`src/rtl/tagtm_pkg.sv`:
```
package tagtm_pkg;

   // Decoded behaviour of one mode code
   typedef struct packed {
      logic tag_on;     // the tag register is active
      logic use_clk;    // advance on every clock instead of on tag edges
      logic clr_start;  // meas_start clears the tag
      logic clr_pulse;  // a tag rising edge clears the tag
      logic state_on;   // the state pin is sampled
      logic wide;       // the event word uses the wide format
   } tag_cfg_t;

   localparam tag_cfg_t CFG_OFF = '{default: 1'b0};

endpackage

```
`src/rtl/tagtm_sync.sv`:
```
module tagtm_sync #(
   parameter int STAGES = 2
) (
   input  logic clk,
   input  logic rst_n,
   input  logic d_async,
   output logic q_sync
);

   if (STAGES < 2) begin : g_bad_stages
      $error("tagtm_sync: STAGES must be at least 2");
   end

   logic [STAGES-1:0] chain;

   always_ff @(posedge clk or negedge rst_n) begin
      if (!rst_n) chain <= '0;
      else        chain <= {chain[STAGES-2:0], d_async};
   end

   assign q_sync = chain[STAGES-1];

endmodule

```
`src/rtl/tagtm_mode_dec.sv`:
```
module tagtm_mode_dec
   import tagtm_pkg::*;
#(
   parameter int MODE_W = 3
) (
   input  logic [MODE_W-1:0] mode_code,
   output tag_cfg_t          cfg
);

   if (MODE_W < 3) begin : g_bad_mode_w
      $error("tagtm_mode_dec: MODE_W must be at least 3");
   end

   localparam int LAST_MODE = 6;

   always_comb begin
      cfg = CFG_OFF;
      if (int'(mode_code) <= LAST_MODE) begin
         unique case (int'(mode_code))
            1: begin
               cfg.tag_on = 1'b1; cfg.use_clk = 1'b1; cfg.wide = 1'b1;
            end
            2: begin
               cfg.tag_on = 1'b1; cfg.clr_start = 1'b1; cfg.wide = 1'b1;
            end
            3, 4: begin
               cfg.state_on = 1'b1; cfg.wide = 1'b1;
            end
            5: begin
               cfg.tag_on = 1'b1; cfg.use_clk = 1'b1; cfg.clr_pulse = 1'b1;
               cfg.state_on = 1'b1; cfg.wide = 1'b1;
            end
            6: begin
               cfg.tag_on = 1'b1; cfg.clr_start = 1'b1;
               cfg.state_on = 1'b1; cfg.wide = 1'b1;
            end
            default: cfg = CFG_OFF;
         endcase
      end
   end

endmodule

```
`src/rtl/tagtm_count.sv`:
```
module tagtm_count
   import tagtm_pkg::*;
#(
   parameter int TAG_W = 32
) (
   input  logic             clk,
   input  logic             rst_n,
   input  tag_cfg_t         cfg,
   input  logic             meas_start,
   input  logic             tag_lvl,
   output logic [TAG_W-1:0] cnt
);

   if (TAG_W < 2) begin : g_bad_tag_w
      $error("tagtm_count: TAG_W must be at least 2");
   end

   localparam logic [TAG_W-1:0] ONE = TAG_W'(1);

   logic             lvl_prev;
   logic             rise;
   logic [TAG_W-1:0] nxt;

   always_ff @(posedge clk or negedge rst_n) begin
      if (!rst_n) lvl_prev <= 1'b0;
      else        lvl_prev <= tag_lvl;
   end

   assign rise = tag_lvl & ~lvl_prev;

   always_comb begin
      nxt = cnt;
      if (!cfg.tag_on)
         nxt = '0;
      else if (cfg.use_clk)
         nxt = (cfg.clr_pulse && rise) ? '0 : cnt + ONE;
      else if (cfg.clr_start && meas_start)
         nxt = '0;
      else if (rise)
         nxt = cnt + ONE;
   end

   always_ff @(posedge clk or negedge rst_n) begin
      if (!rst_n) cnt <= '0;
      else        cnt <= nxt;
   end

   // an inactive tag is held at zero
   p_off_clear_r1: assert property (@(posedge clk) disable iff (!rst_n)
      !cfg.tag_on |=> cnt == '0);

   // the plain timer advances by one per clock (R9: wrapping)
   p_timer_step_r2: assert property (@(posedge clk) disable iff (!rst_n)
      (cfg.tag_on && cfg.use_clk && !cfg.clr_pulse) |=> cnt == $past(cnt) + ONE);

   // meas_start clears a counting tag
   p_start_clear_r3: assert property (@(posedge clk) disable iff (!rst_n)
      (cfg.tag_on && !cfg.use_clk && meas_start) |=> cnt == '0);

   // a tag edge clears the timer in timer-with-state mode
   p_pulse_clear_r5: assert property (@(posedge clk) disable iff (!rst_n)
      (cfg.tag_on && cfg.use_clk && cfg.clr_pulse && rise) |=> cnt == '0);

   // without an edge or a clear, a counting tag holds
   p_count_hold_r6: assert property (@(posedge clk) disable iff (!rst_n)
      (cfg.tag_on && !cfg.use_clk && !meas_start && !rise) |=> $stable(cnt));

endmodule

```
`src/rtl/tagtm_top.sv`:
```
module tagtm_top
   import tagtm_pkg::*;
#(
   parameter int TAG_W       = 32,
   parameter int MODE_W      = 3,
   parameter int SYNC_STAGES = 2
) (
   input  logic              clk,
   input  logic              rst_n,
   input  logic              meas_start,
   input  logic              tag_in,
   input  logic              state_in,
   input  logic [MODE_W-1:0] mode_code,
   output logic [TAG_W-1:0]  tag_value,
   output logic              state_bit,
   output logic              tag_valid,
   output logic              wide_evt
);

   tag_cfg_t cfg;
   logic     tag_lvl;
   logic     state_lvl;

   tagtm_mode_dec #(.MODE_W(MODE_W)) u_dec (
      .mode_code (mode_code),
      .cfg       (cfg)
   );

   tagtm_sync #(.STAGES(SYNC_STAGES)) u_sync_tag (
      .clk     (clk),
      .rst_n   (rst_n),
      .d_async (tag_in),
      .q_sync  (tag_lvl)
   );

   tagtm_sync #(.STAGES(SYNC_STAGES)) u_sync_state (
      .clk     (clk),
      .rst_n   (rst_n),
      .d_async (state_in),
      .q_sync  (state_lvl)
   );

   tagtm_count #(.TAG_W(TAG_W)) u_count (
      .clk        (clk),
      .rst_n      (rst_n),
      .cfg        (cfg),
      .meas_start (meas_start),
      .tag_lvl    (tag_lvl),
      .cnt        (tag_value)
   );

   always_ff @(posedge clk or negedge rst_n) begin
      if (!rst_n) state_bit <= 1'b0;
      else        state_bit <= cfg.state_on & state_lvl;
   end

   assign tag_valid = cfg.tag_on;
   assign wide_evt  = cfg.wide;

   // the state bit is quiet in modes that do not sample the state pin
   p_state_quiet_r7: assert property (@(posedge clk) disable iff (!rst_n)
      !cfg.state_on |=> !state_bit);

   // an advancing tag always needs the wide event word
   always_comb begin
      p_valid_wide_r8: assert (!tag_valid || wide_evt);
   end

endmodule

```
`config.mk`:
```
export PLATFORM = sky130hd
export DESIGN_NAME = tagtm_top
export DESIGN_NICKNAME = d
export VERILOG_FILES = /design/src/rtl/tagtm_pkg.sv /design/src/rtl/tagtm_sync.sv /design/src/rtl/tagtm_mode_dec.sv /design/src/rtl/tagtm_count.sv /design/src/rtl/tagtm_top.sv
export SDC_FILE = /design/constraint.sdc
export NUM_CORES = 1
export LEC_CHECK = 0
export ABC_AREA = 1
export BUFFER_PORTS_ARGS = -buffer_cell sky130_fd_sc_hd__buf_4
export CORE_ASPECT_RATIO = 1.4
export CORE_MARGIN = 10
export CORE_UTILIZATION = 40
export DETAILED_ROUTE_END_ITERATION = 16
export GPL_ROUTABILITY_DRIVEN = 0
export PLACE_DENSITY = 0.73
export RECOVER_POWER = 25
export SYNTH_ARGS = -nofsm -noshare
export SYNTH_HDL_FRONTEND = slang
export SYNTH_SLANG_ARGS = --single-unit
```
`constraint.sdc`:
```
create_clock -name clk -period 3.92 [get_ports clk]
set_input_delay 0.784 -clock clk [delete_from_list [all_inputs] [get_ports clk]]
set_output_delay 0.784 -clock clk [all_outputs]
set_load 0.01 [all_outputs]
```
==> results.ini <==
[critical_path]
r2r_setup_slack_ps = 2350
cp_slowest_stage_delay_ps = 230
critPathKind = in -> out
critPathBufInv = 3
cp_data_required_time_ps = 3140
crit_top_cell = buf_4
slowest_stage = o21ai_0
reg2reg_depth = 8
path_cells = buf_4 > inv_1 > ha_1 > o21ai_0 > o211a_1 > a21oi_1 > buf_4
worstPathMaxFanout = 4
rr_endpoint = u_count.cnt[14]$_DFFE_PN0P_
reg2reg_from = u_count.cnt[1]$_DFFE_PN0P_
cp-start-kind = input port
startpoint = mode_code[1]
worstSetupEndpointType = primary output
arrival_ps = 1780
cpLargestDelayFamily = compound AO/OA/AOI/OAI gates
crit_cells = 7
worstSetupEndpoint = wide_evt

[routing]
avgRoutedWirePerCell_um = 13.4
vias_per_cell = 5.06
drc_errors = 0
vias = 2142
drtPass1Iterations = 4
drt_iter0_markers = 141
finalWirelength_um = 5690
ant_nets = 0

[timing]
finalCritPeriodShare_pct = 65.3
rsz0062_at_grt = no
setup_viol_count_final = 0
max-slew-margin-rel_pct = -35.2
hold_viol_final = 0
finClkSkew_ps = 4.60
post-route-min-period_ps = 2560
setup_tns_ps = 0
worst_slew_pin_slew_ps = 2030
drv_slew = 39
whs_ps = 355
max_freq_mhz = 391

[floorplanning]
fp.dieH_um = 109
die-area_um2 = 9190
die_x_um = 83.9
core_area_um2 = 5530
start_util_pct = 41.4
num_io_pins = 43
rows = 32

[synth]
syn-cell-area_um2 = 2290
synthArstFlopShare_pct = 100
ys_seq_area_share_pct = 41.6
synth_area_per_cell_um2 = 7.41
synthFlopType = dfrtp_1
yosys_warnings = 0
ys_seq_elements = 38
syn_inst = 309
syn-num-nets = 322
synth_edf_count = 0
ys_types = 29

[layout]
antenna-diode-count = 0
final_util_pct = 50.0
fin_nets = 367
final_cells = 423
syn_to_final_growth_pct = 20.7
drive_gt1_share_pct = 22.3

[power_and_ir_drop]
peakVddDrop_v = 0.000147
power_density_nw_per_um2 = 297
power_leakage_nw = 1.24

[clock_tree]
numClockSinks = 38
root_buffer = clkbuf_8
cts_tree = yes
post_cts_buffers = 0
h-tree-depth = 2
hold_buffers = 0
cts_buffer_depth = 2
cts_resized = 0
path_clk_slew_ps = 80
insertion_delay_ps = 290
numCtsBuffers = 5

[status]
failed_checks = capacitance limit, slew limit
status = finished with violations

[hold_path]
hp-class = reg -> reg
hold_depth = 0

[placed_design]
portBuffers = 42
dp_cells = 415
dp_hpwl_um = 4460

[grt]
grt_pass1_vias = 1997
grt_use_total_pct = 12.2
antenna_found_initial = 0
grt-ovfl-total = 0
grt_pass1_wl_um = 9250
grt_max_degree = 39

[flow_run]
cap_violations = 1

==> placed cells by master, fill, tap and decap left out, types with 3 or more instances in the layout <==
cell	count
a21oi_1	18
buf_4	39
clkbuf_8	5
dfrtp_1	38
ha_1	5
inv_1	23
nand2_1	82
nand2_2	8
nand3_1	22
nand3_2	3
nor2_1	64
nor2_2	7
nor2_4	6
o21ai_0	7
xor2_1	4
==> flip-flops by register name, indices dropped and copies added (netlist names) <==
name                flops
u_count.cnt            32
state_bit               1
u_count.lvl_prev        1
u_sync_state.chain      2
u_sync_tag.chain        2
==> stage by stage <==
stage                     cell area, um2  setup slack, ps  power (mW)
after floorplan                     2290             1630       0.468
after global placement              2660             1440       0.501
after detailed placement            2660             1380       0.504
after CTS                           2770             1380       0.831
after global routing                2760             1270       0.857
final                               2760             1360       0.820
==> synth_stat cells, types with 3 or more instances <==
cell type / count / area share (%)
nor2_2: 7 / 1.9
dfrtp_1: 38 / 42
nand2_2: 8 / 2.2
a21oi_1: 18 / 3.9
o21ai_0: 7 / 1.5
nand2_1: 82 / 13
nand3_1: 22 / 4.8
inv_1: 23 / 3.8
nand3_2: 3 / 1.3
nor2_4: 6 / 3.0
ha_1: 5 / 2.7
nor2_1: 64 / 10
xor2_1: 4 / 1.5
==> metal layers <==
metal / global-route usage, % / wire (um) / part of all wire [%] / vias to the layer above
met5: 0 / 0 / 0 / -
met4: 4.44 / 95 / 1.7 / 0
met3: 4.00 / 341 / 6.0 / 7
met2: 21.2 / 2820 / 50 / 56
met1: 13.7 / 2430 / 43 / 1013
li1: - / - / - / 1066
==> logic make-up (layout without fill, tap and decap cells) <==
kind of cell             Yosys count  count (layout)  share of synthesized area [%]
AND/OR/NAND/NOR                  204             204                           41.9
buffers and inverters             29              75                           5.47
flip-flops                        38              38                           41.6
AO/OA/AOI/OAI                     29              29                           6.83
adder cells (fa/ha/maj)            5               5                           2.73
XOR/XNOR                           4               4                           1.53
==> report_power, final <==
group / leakage (nW) / switching (mW) / internal [mW] / total [mW]
combinational: 0.667 / 0.0568 / 0.0322 / 0.0890
clock: 0.0579 / 0.138 / 0.187 / 0.325
sequential: 0.517 / 0.00606 / 0.400 / 0.406
total: 1.24 / 0.201 / 0.619 / 0.820
==> layout make-up <==
cell class / count / area, um2
fill: 558 / 2760
multi-input combinational: 242 / 1210
sequential: 38 / 951
timing repair buffer: 42 / 312
inverter: 25 / 93.8
tap: 68 / 85.1
clock buffer: 5 / 68.8
clock inverter: 3 / 40.0
==> worst min-delay path by stage <==
stage                                                from                         endpoint  slack [ps]
final                     u_sync_state.chain[0]$_DFF_PN0_  u_sync_state.chain[1]$_DFF_PN0_         360
after global routing      u_sync_state.chain[0]$_DFF_PN0_  u_sync_state.chain[1]$_DFF_PN0_         360
after global placement    u_sync_state.chain[0]$_DFF_PN0_  u_sync_state.chain[1]$_DFF_PN0_         330
after CTS                   u_sync_tag.chain[0]$_DFF_PN0_    u_sync_tag.chain[1]$_DFF_PN0_         360
after detailed placement    u_sync_tag.chain[0]$_DFF_PN0_    u_sync_tag.chain[1]$_DFF_PN0_         340
after floorplan           u_sync_state.chain[0]$_DFF_PN0_  u_sync_state.chain[1]$_DFF_PN0_         330
Note: power is estimated with default switching activity, not from simulation.
